File: src/rtl/bcdr_pkg.sv
package bcdr_pkg;
  localparam int unsigned DIG_W = 4;

  typedef logic [DIG_W-1:0] digit_t;

  typedef struct packed {
    logic bcd;
    logic sub;
  } op_ctl_t;
endpackage

File: src/rtl/bcdr_digit_slice.sv
// One digit: operand complement, binary add, decimal correction.
module bcdr_digit_slice
  import bcdr_pkg::*;
#(
  parameter bit CIN = 1'b0
) (
  input  digit_t  a,
  input  digit_t  b,
  input  op_ctl_t ctl,
  output digit_t  sum,
  output logic    cout
);
  logic [DIG_W:0] nine_raw;
  digit_t         b_eff;
  logic [DIG_W:0] bin_sum;
  logic           fix;

  // Stage 1: complement adder (9 - b computed as 9 + ~b + 1)
  always_comb begin
    nine_raw = {1'b0, 4'd9} + {1'b0, ~b} + 5'd1;
    if (ctl.sub) b_eff = ctl.bcd ? nine_raw[DIG_W-1:0] : ~b;
    else         b_eff = b;
  end

  // Stage 2: binary adder with the fixed carry-in of this copy
  always_comb begin
    bin_sum = {1'b0, a} + {1'b0, b_eff} + {{DIG_W{1'b0}}, CIN};
  end

  // Stage 3: decimal correction adder
  always_comb begin
    fix  = ctl.bcd && (bin_sum > 5'd9);
    sum  = bin_sum[DIG_W-1:0] + (fix ? 4'd6 : 4'd0);
    cout = fix | bin_sum[DIG_W];
  end
endmodule

File: src/rtl/bcdr_digit_pair.sv
// Two carry-select candidates for one digit.
module bcdr_digit_pair
  import bcdr_pkg::*;
(
  input  digit_t  a,
  input  digit_t  b,
  input  op_ctl_t ctl,
  output digit_t  sum_c0,
  output digit_t  sum_c1,
  output logic    gen,
  output logic    prop
);
  digit_t sums  [2];
  logic   couts [2];

  for (genvar k = 0; k < 2; k++) begin : g_copy
    bcdr_digit_slice #(.CIN(k[0])) u_slice (
      .a    (a),
      .b    (b),
      .ctl  (ctl),
      .sum  (sums[k]),
      .cout (couts[k])
    );
  end

  assign sum_c0 = sums[0];
  assign sum_c1 = sums[1];
  assign gen    = couts[0];
  assign prop   = couts[1];
endmodule

File: src/rtl/bcdr_range_decode.sv
// Turns the digit bounds into window masks.
module bcdr_range_decode #(
  parameter int unsigned NDIG = 14,
  localparam int unsigned IW  = $clog2(NDIG)
) (
  input  logic [IW-1:0]   lo_idx,
  input  logic [IW-1:0]   hi_idx,
  output logic [NDIG-1:0] in_win,
  output logic [NDIG-1:0] lo_hot,
  output logic [NDIG-1:0] hi_hot,
  output logic            empty
);
  localparam logic [IW-1:0] TOP = IW'(NDIG - 1);

  logic [IW-1:0] hi_eff;

  always_comb begin
    hi_eff = (hi_idx > TOP) ? TOP : hi_idx;
    for (int i = 0; i < NDIG; i++) begin
      in_win[i] = (IW'(i) >= lo_idx) && (IW'(i) <= hi_eff);
      lo_hot[i] = in_win[i] && (IW'(i) == lo_idx);
      hi_hot[i] = in_win[i] && (IW'(i) == hi_eff);
    end
    empty = ~|in_win;
  end
endmodule

File: src/rtl/bcdr_lookahead.sv
// Flat lookahead: each digit carry is a sum of products over lower window digits.
module bcdr_lookahead #(
  parameter int unsigned NDIG = 14
) (
  input  logic [NDIG-1:0] gen,
  input  logic [NDIG-1:0] prop,
  input  logic [NDIG-1:0] in_win,
  input  logic [NDIG-1:0] lo_hot,
  input  logic            carry_in,
  output logic [NDIG-1:0] dig_cin
);
  logic [NDIG-1:0] la_carry;
  logic [NDIG-1:0] src;

  // carry emitted by digit j when it is the source of a chain
  always_comb begin
    for (int j = 0; j < NDIG; j++) begin
      src[j] = (in_win[j] & gen[j]) | (lo_hot[j] & carry_in & prop[j]);
    end
  end

  always_comb begin
    for (int i = 0; i < NDIG; i++) begin
      logic acc;
      acc = 1'b0;
      for (int j = 0; j < i; j++) begin
        logic term;
        term = src[j];
        for (int k = j + 1; k < i; k++) begin
          term = term & prop[k];
        end
        acc = acc | term;
      end
      la_carry[i] = acc & in_win[i];
    end
  end

  // per-digit 2:1 choice between external carry and lookahead carry
  always_comb begin
    for (int i = 0; i < NDIG; i++) begin
      dig_cin[i] = lo_hot[i] ? carry_in : la_carry[i];
    end
  end
endmodule

File: src/rtl/digit_range_addsub.sv
module digit_range_addsub
  import bcdr_pkg::*;
#(
  parameter int unsigned NDIG = 14,
  localparam int unsigned IW  = $clog2(NDIG),
  localparam int unsigned W   = NDIG * DIG_W
) (
  input  logic [W-1:0]  opa,
  input  logic [W-1:0]  opb,
  input  logic          bcd_mode,
  input  logic          subtract,
  input  logic [IW-1:0] lo_idx,
  input  logic [IW-1:0] hi_idx,
  input  logic          carry_in,
  output logic [W-1:0]  result,
  output logic          carry_out
);
  op_ctl_t         ctl;
  logic [NDIG-1:0] gen, prop, in_win, lo_hot, hi_hot, dig_cin, dig_cout;
  logic            empty;
  digit_t          s0 [NDIG];
  digit_t          s1 [NDIG];

  assign ctl.bcd = bcd_mode;
  assign ctl.sub = subtract;

  for (genvar d = 0; d < NDIG; d++) begin : g_dig
    bcdr_digit_pair u_pair (
      .a      (opa[d*DIG_W +: DIG_W]),
      .b      (opb[d*DIG_W +: DIG_W]),
      .ctl    (ctl),
      .sum_c0 (s0[d]),
      .sum_c1 (s1[d]),
      .gen    (gen[d]),
      .prop   (prop[d])
    );
  end

  bcdr_range_decode #(.NDIG(NDIG)) u_range (
    .lo_idx (lo_idx),
    .hi_idx (hi_idx),
    .in_win (in_win),
    .lo_hot (lo_hot),
    .hi_hot (hi_hot),
    .empty  (empty)
  );

  bcdr_lookahead #(.NDIG(NDIG)) u_la (
    .gen      (gen),
    .prop     (prop),
    .in_win   (in_win),
    .lo_hot   (lo_hot),
    .carry_in (carry_in),
    .dig_cin  (dig_cin)
  );

  // carry-select and pass-through of opa outside the window
  always_comb begin
    for (int d = 0; d < NDIG; d++) begin
      dig_cout[d] = dig_cin[d] ? prop[d] : gen[d];
      if (in_win[d]) result[d*DIG_W +: DIG_W] = dig_cin[d] ? s1[d] : s0[d];
      else           result[d*DIG_W +: DIG_W] = opa[d*DIG_W +: DIG_W];
    end
  end

  // 14:1 AND-OR selection of the top window digit's carry
  always_comb begin
    carry_out = empty ? carry_in : |(hi_hot & dig_cout);
  end
endmodule

File: config.mk
export PLATFORM = sky130hd
export DESIGN_NAME = digit_range_addsub
export DESIGN_NICKNAME = d
export VERILOG_FILES = /design/src/rtl/bcdr_pkg.sv /design/src/rtl/bcdr_digit_slice.sv /design/src/rtl/bcdr_digit_pair.sv /design/src/rtl/bcdr_range_decode.sv /design/src/rtl/bcdr_lookahead.sv /design/src/rtl/digit_range_addsub.sv
export SDC_FILE = /design/constraint.sdc
export NUM_CORES = 1
export LEC_CHECK = 0
export ABC_AREA = 1
export BUFFER_PORTS_ARGS = -buffer_cell sky130_fd_sc_hd__buf_2
export CORE_MARGIN = 2
export CORE_UTILIZATION = 62
export DETAILED_ROUTE_END_ITERATION = 8
export PLACE_DENSITY = 0.95
export SKIP_LAST_GASP = 1
export SYNTH_ARGS = -nofsm -noshare
export SYNTH_HDL_FRONTEND = slang
export SYNTH_SLANG_ARGS = --single-unit
File: constraint.sdc
create_clock -name vclk -period 13.2
set_input_delay 1.32 -clock vclk [all_inputs]
set_output_delay 1.32 -clock vclk [all_outputs]
set_load 0.02 [all_outputs]
==> metrics.txt, run 1 <==
cts hold-fix bufs 0; Reg power frac 0%; Starting Density 62.7%; Post-layout nets 1,989; post-route ant nets 0; synthesized instance count 1,518; worst-path fanout max 31; fin crit share 57.5%; Post-Place Cells 1,866; First DRT Iteration DRCs 753; vias 10,400; Total Die Area 15,500 um^2; Required @ worst endpoint 11.88 ns; area occupied by multi-input gates 7820 um^2; I/O pin total 180; vias per inst 5.55; Worst Hold Launch opa[43]; Post-CTS Setup Bufs 0; die height 125 um; gpl congestion 0.991; Worst Hold Class in2out; measured slew at the worst slew-check pin 0.840 ns; GR Util All Layers 30.8%; Max stage delay on crit path 0.56 ns; final WL 24,700 um; DIE WIDTH 125 um; max_cap viols 0; PwrDens 81.0 nW/um^2; wire length per cell 13.2 um; register area 0 um^2; CP Buf/Inv Count 8; largest net degree at the start of global routing 80; vias in the first global route 9,800; IO buf count 180; TNS Setup 0 ns; Yosys cell types 50; Finished Layout Cells 1,871; Clock Power Share 0%; final setup violating endpoints 0; P_int 304 uW; worst hold endpoint result[43]; fraction of layout instances using a drive strength above 1 15.0%; Top Usage Layer GRT met2; first-pass GRT wire length 42,000 um; met3 GRT Util 2.15%; critical path endpoint category output pin; Yosys warnings 0; most common cell in the synthesized netlist nand2_1; hold path cells 4; Yosys top cell area share 19.4%; # rows 44; DRC Markers 0; Highest Clock Rate 0.132 GHz; post-CTS resize count 0; Worst path top cell family by delay simple AND/OR/NAND/NOR gates; core area 14,400 um^2; Seq cells 0; Slowest-stage cell, CP fa_1; met1 usage 38.2%; NetSw 514 uW; LEAKAGE 0.00589 uW; Layout fillers 1,247; syn nets 1,823; status finished clean; Seq/Total Area, Yosys 0%; worst rel slew slack 44.0%; synthesized cell area 9010 um^2; Max rail drop VDD 0.0426 mV; syn avg cell area 5.94 um^2; gr ovfl total 0; Tmin final 7.59 ns; most frequent CP cell nand2_1; clkbuf count 0; drt first pass iters 5; crit start category input pin; Max Slew Vio Count 0; Switching Fraction 62.8%; post-synth top area cell ha_1; hold violation count in the final report 0; total power draw 818 uW; Commonest cells post-synth nand2_1 (314), inv_1 (266), o21ai_0 (145); antenna violations before repair 4; Setup CP Type in2out; global-route met2 utilization 56.0%; Logic pwr share 100.0%; Detailed Place HPWL 21,100 um; Area contributors post-synth ha_1 (19%), nand2_1 (13%), inv_1 (11%); RSZ-0062 raised after global routing no; Area Growth Syn to Fin 12.1%; Worst EP arrival 6.27 ns
[per-stage QoR]
stage	utilization (%)	instance area, um^2	hold WS (ns)	setup WS [ns]
after floorplan	-	9010	2.81	6.27
after CTS	70.2	10100	2.97	5.66
after global routing	70.3	10100	3.00	5.15
final	70.3	10100	2.97	5.61
after detailed placement	70.2	10100	2.97	5.67
after global placement	70.2	10100	2.97	5.85
[worst min-delay path, stage by stage]
cell and delay (ns):
buf_2 0.09, nand2_1 0.04, nand2_1 0.05, buf_2 0.15
[per-layer routing]
| layer | vias to the layer above | part of all wire, % |
|---|---|---|
| met2 | 406 | 48 |
| met3 | 75 | 6.6 |
| met4 | 0 | 3.5 |
| met1 | 4666 | 42 |
| li1 | 5232 | - |
| met5 | - | 0 |
[power by group through the flow]
stage | Combinational (uW) | Clock (uW) | Sequential (uW)
6_report | 818 | 0.0000507 | 0
4_1_cts | 809 | 0 | 0
3_5_place_dp | 803 | 0 | 0
3_3_place_gp | 773 | 0 | 0
5_1_grt | 928 | 0.0000405 | 0
2_1_floorplan | 611 | 0 | 0
[worst max path at each step]
| stage | from | end | cells after the start |
|---|---|---|---|
| detailed placement | subtract | carry_out | 30 |
| finish | subtract | carry_out | 30 |
| global placement | subtract | carry_out | 30 |
| floorplan | bcd_mode | result[42] | 27 |
| CTS | subtract | carry_out | 30 |
| global route | subtract | carry_out | 30 |
[area by class of cell]
cell class | count | area share, %
multi-input cells | 1203 | 77.4
inverters | 295 | 11.0
repair buffers | 184 | 9.21
well taps | 184 | 2.28
diodes | 5 | 0.124
[layout by cell type, fill, tap and decap left out, types with 2 or more instances in the layout]
cell / n
o21ai_0: 145
nor2_1: 126
a211oi_1: 2
nand2_2: 9
nor2_2: 4
xor2_1: 56
a21o_1: 4
o21a_1: 2
nand3b_1: 8
and2_1: 2
nand2_1: 314
or2_2: 3
inv_2: 28
fa_1: 42
xnor2_2: 2
or2_1: 5
inv_1: 265
nor3_1: 19
o21ai_2: 7
buf_4: 4
a21oi_1: 104
o21ai_4: 2
a31oi_1: 9
diode_2: 5
ha_1: 140
o21ai_1: 15
o21bai_1: 12
xnor2_1: 33
nand3_1: 89
o211ai_1: 5
buf_2: 180
nor2_4: 4
o22ai_1: 13
nor4_1: 5
nand4_1: 10
[kinds of logic (layout without fill, tap and decap cells)]
group                      after synthesis  count (layout)  synth area share, %
adders and majority gates              182             182                 28.8
and+or+nand+nor                        604             604                 28.9
AOI/OAI and AO/OA                      325             325                 19.9
xor gates and xnor gates                92              92                 9.19
other                                    0               5                    0
buffers and inverters                  315             479                 13.2
Power figures use the tool's default switching activity.
==> run 2, diff against run 1 <==
ABC_AREA = 0   (was 1)
CORE_UTILIZATION = 60   (was 62)
clock period = 7.2 ns   (was 13.2 ns; I/O delays follow)
==> run 2 against run 1 <==
  * Synthesized area is 5.1% higher
  * Combinational power grew 130%
  * Core utilization shrank 1.5 points
  * Design area increased by 4.3%
  * Critical path depth decreased by 9
  * Sequential share of layout area unchanged
  * Die area is 8.3% higher
  * Count of clock-buffer cells in the layout did not move
  * Worst hold slack worse by 1.2 ns
  * Critical path type unchanged
  * Highest routed layer is now met5
==> metrics.txt, run 2 <==
GR Util All Layers 31.0% (+0.25 points); TNS Setup 0 ns (unchanged); I/O pin total 180 (unchanged); max_cap viols 0 (unchanged); Area Growth Syn to Fin 11.2%; Max Slew Vio Count 0 (unchanged); Seq cells 0 (unchanged); critical path endpoint category output pin; Required @ worst endpoint 6.48 ns (-5.40 ns); Worst Hold Class in2out; register area 0 um^2 (unchanged); status finished clean; fin util 68.8% (-1.5 points); worst rel slew slack 16.9% (-27 points); post-synth top area cell ha_1; Finished Layout Cells 1,689 (-9.7%); syn avg cell area 7.12 um^2 (+20%); Area contributors post-synth ha_1 (18%), fa_1 (8.9%), xnor2_1 (7.3%); gr ovfl total 0 (unchanged); post-route ant nets 0 (unchanged); most frequent cells in the layout buf_2 (180), ha_1 (140), nor2_1 (131); antenna violations before repair 3 (-1); synthesized instance count 1,331 (-12%); wire length per cell 16.2 um (+23%); Worst EP arrival 5.95 ns (-0.32 ns); clkbuf count 0 (unchanged); Post-layout nets 1,783 (-10%); Post-CTS Setup Bufs 0 (unchanged); vias 10,400 (+0.45%); total power draw 1850 uW (+130%); Starting Density 61.9% (-0.86 points); synthesized cell area 9470 um^2 (+5.1%); Yosys cell types 86 (+72%); fin crit share 92.7%; Seq/Total Area, Yosys 0% (unchanged); most common cell after layout, fill and taps aside buf_2; Total Die Area 16,800 um^2 (+8.3%); core area 15,300 um^2 (+6.6%); post-CTS resize count 0 (unchanged); RSZ-0062 raised after global routing no; Highest Clock Rate 0.150 GHz; hold violation count in the final report 0 (unchanged); final setup violating endpoints 0 (unchanged); Tmin final 6.67 ns; Yosys warnings 0 (unchanged); First DRT Iteration DRCs 929 (+23%); Setup CP Type in2out; fraction of layout instances using a drive strength above 1 15.7% (+0.67 points); most common cell in the synthesized netlist ha_1; IO buf count 180 (unchanged); final WL 27,300 um (+11%); cts hold-fix bufs 0 (unchanged); vias per inst 6.17 (+11%); LEAKAGE 0.00523 uW (-11%); vias in the first global route 10,000 (+2.4%); worst-path fanout max 9 (-71%); first-pass GRT wire length 44,000 um (+4.8%); Post-Place Cells 1,687 (-9.6%); DIE WIDTH 130 um (+4.1%); Detailed Place HPWL 22,400 um (+6.5%); Commonest cells post-synth ha_1 (140), nor2_1 (131), inv_1 (124); Yosys top cell area share 18.5% (-0.95 points); syn nets 1,636 (-10%); Max rail drop VDD 0.108 mV (+150%); gpl congestion 1.19 (+20%); die height 130 um (+4.1%); crit start category input pin; largest net degree at the start of global routing 53 (-34%); PwrDens 175 nW/um^2 (+120%); drt first pass iters 6 (+1); # rows 45 (+2.3%); measured slew at the worst slew-check pin 1.24 ns (+0.397 ns); DRC Markers 0 (unchanged)
-- run 2: logic make-up after synthesis --
family / count (synthesis) / synth area share (%)
AND/OR/NAND/NOR: 420 / 21.5
AO/OA/AOI/OAI: 376 / 25.2
adder cells (fa/ha/maj): 182 / 27.4
buffers and inverters: 168 / 6.79
XOR/XNOR: 131 / 13.4
multiplexers: 54 / 5.78
-- run 2: through the flow --
step,worst slack (ns),instance area (um^2),hold slack [ns]
final,0.528,10500,1.78
after global routing,0.262,10500,1.80
after CTS,0.670,10500,1.78
after detailed placement,0.675,10500,1.78
after global placement,0.857,10500,1.78
after floorplan,0.924,9470,1.62
-- run 2: worst paths after layout --
kind / start / end / slack [ns] / cells past startpoint
worst max-delay path: subtract / carry_out / 0.53 / 21
worst min-delay path: opa[20] / result[20] / 1.78 / 4
-- run 2: area by class of cell --
type                       count  area, um^2
multi-input combinational   1163        8830
antenna                        2        5.00
timing repair buffer         187         966
fill                        1280        4780
inverter                     126         473
tap                          211         264
-- run 2: critical path: stages --
cell      delay (ns)
buf_2           0.15
nand2_1         0.36
buf_4           0.36
xnor2_1         0.18
inv_1           0.09
fa_1            0.61
inv_1           0.10
ha_1            0.28
xnor2_2         0.24
o21ai_1         0.14
a311oi_1        0.48
o211ai_1        0.22
nor2b_1         0.22
a21oi_4         0.19
nand2_1         0.16
a31oi_2         0.38
mux2i_1         0.32
nand4_1         0.12
o211a_1         0.17
a31oi_1         0.26
buf_2           0.22
-- run 2: report_power, final --
group / switching (uW) / internal, uW / total, uW
Clock: 0 / 0.0000371 / 0.0000371
Sequential: 0 / 0 / 0
Combinational: 1100 / 744 / 1850
-- run 2: layer usage --
| metal | track usage, % | wire (um) |
|---|---|---|
| met1 | 37.0 | 10600 |
| met2 | 55.1 | 12800 |
| met3 | 4.62 | 2530 |
| met4 | 13.7 | 1370 |
| met5 | 0 | 13 |
==> run 3, diff against run 2 <==
clock period = 7.55 ns   (was 7.2 ns; I/O delays follow)
==> run 3 against run 2 <==
  * Worst hold slack improved by 0.068 ns
  * Largest power group unchanged
  * Via count fell by 0.46%
  * First-iteration DRC count fell by 1.9%
  * Global-route usage rose by 1.1 points
==> metrics.txt, run 3 (same netlist as run 2, synthesis figures left out) <==
Layout fillers 1,299 (+1.5%); vias in the first global route 10,100 (+0.95%); Post-layout nets 1,780 (-0.17%); IO buf count 180 (unchanged); core area 15,300 um^2 (unchanged); fraction of layout instances using a drive strength above 1 15.5% (-0.17 points); Area Growth Syn to Fin 10.9%; post-CTS resize count 0 (unchanged); RSZ-0062 raised after global routing no; Total Die Area 16,800 um^2 (unchanged); most common cell after layout, fill and taps aside buf_2; Max stage delay on crit path 0.54 ns (-0.07 ns); fin crit share 90.2%; Detailed Place HPWL 22,600 um (+0.87%); crit start category input pin; final WL 27,600 um (+1.1%); hold violation count in the final report 0 (unchanged); post-route ant nets 0 (unchanged); register area 0 um^2 (unchanged); I/O pin total 180 (unchanged); critical-path cell list buf_2 > buf_4 > xor2_1 > ha_1 > inv_1 > fa_1 > inv_1 > ha_1 > inv_1 > or3_1 > mux2i_1 > xor2_1 > a21oi_1 > a21oi_1 > a21oi_1 > o32ai_1 > o21a_4 > o22a_1 > mux2i_1 > o21ai_1 > a31oi_1 > buf_2; Required @ worst endpoint 6.80 ns (+0.32 ns); most frequent cells in the layout buf_2 (180), ha_1 (140), nor2_1 (131); wire length per cell 16.4 um (+1.3%); final setup violating endpoints 0 (unchanged); gpl congestion 1.18 (-1.0%); First DRT Iteration DRCs 911 (-1.9%); cts hold-fix bufs 0 (unchanged); antenna violations before repair 3 (unchanged); status finished clean; Worst EP arrival 6.06 ns (+0.11 ns); vias 10,400 (-0.46%); final worst slack 0.739 ns (+0.212 ns); Seq cells 0 (unchanged); dpl ws 0.856 ns (+0.181 ns); Max Slew Vio Count 0 (unchanged); vias per inst 6.16 (-0.28%); DRC Markers 0 (unchanged); Highest Clock Rate 0.147 GHz; Post-CTS Setup Bufs 0 (unchanged); LEAKAGE 0.00521 uW (-0.39%); area occupied by multi-input gates 8830 um^2 (unchanged); critical path endpoint category output pin; measured slew at the worst slew-check pin 1.28 ns (+0.0472 ns); Max rail drop VDD 0.108 mV (about the same); Starting Density 61.9% (unchanged); DIE WIDTH 130 um (unchanged); # rows 45 (unchanged); Setup CP Type in2out; gr ovfl total 0 (unchanged); worst-path fanout max 52 (+43); clkbuf count 0 (unchanged); die height 130 um (unchanged); drt first pass iters 6 (unchanged); Slowest-stage cell, CP buf_4; Worst Hold Class in2out; first-pass GRT wire length 45,300 um (+3.0%); largest net degree at the start of global routing 53 (unchanged); max_cap viols 0 (unchanged); Tmin final 6.81 ns; GR Util All Layers 32.1% (+1.1 points); PwrDens 168 nW/um^2 (-4.0%); TNS Setup 0 ns (unchanged); worst rel slew slack 14.2% (-2.7 points)
## run 3: per-stage QoR
step           area, um^2  utilization (%)  hold slack (ns)  std cells  power, uW
2_1_floorplan        9470                -             1.69       1331       1320
3_3_place_gp        10500             68.6             1.85       1684       1640
3_5_place_dp        10500             68.6             1.85       1684       1720
4_1_cts             10500             68.6             1.86       1684       1730
5_1_grt             10500             68.6             1.86       1686       1960
6_report            10500             68.6             1.85       1686       1760
## run 3: power breakdown
part	switching [uW]	total, uW	leakage [uW]	internal, uW
registers	0	0	0	0
logic	1050	1760	0.00521	711
clock network	0	0.0000355	0.0000000127	0.0000355
## run 3: worst paths after layout
| path | start | endpoint | slack [ns] | cells past startpoint |
|---|---|---|---|---|
| setup / recovery | subtract | carry_out | 0.74 | 22 |
| hold / removal | opa[8] | result[8] | 1.85 | 4 |
## run 3: critical path, delay by kind of cell
| family | cells | cell delay, ns |
|---|---|---|
| compound gates | 8 | 1.98 |
| xor+xnor | 2 | 0.38 |
| fa+ha+maj | 3 | 0.93 |
| buf+inv | 6 | 1.15 |
| mux | 2 | 0.44 |
| simple gates | 1 | 0.38 |
## run 3: area by class of cell
type               count  area share (%)
well taps            211            2.51
repair buffers       184            8.86
diodes                 2          0.0476
multi-input cells   1163            84.1
inverters            126            4.50
## run 3: layer usage
layer	vias up	GRT usage, %	wire (um)
met2	545	58.2	13300
met3	106	4.38	2330
met1	4762	38.7	10900
met5	-	0	13
met4	2	11.3	1060
li1	4963	-	-
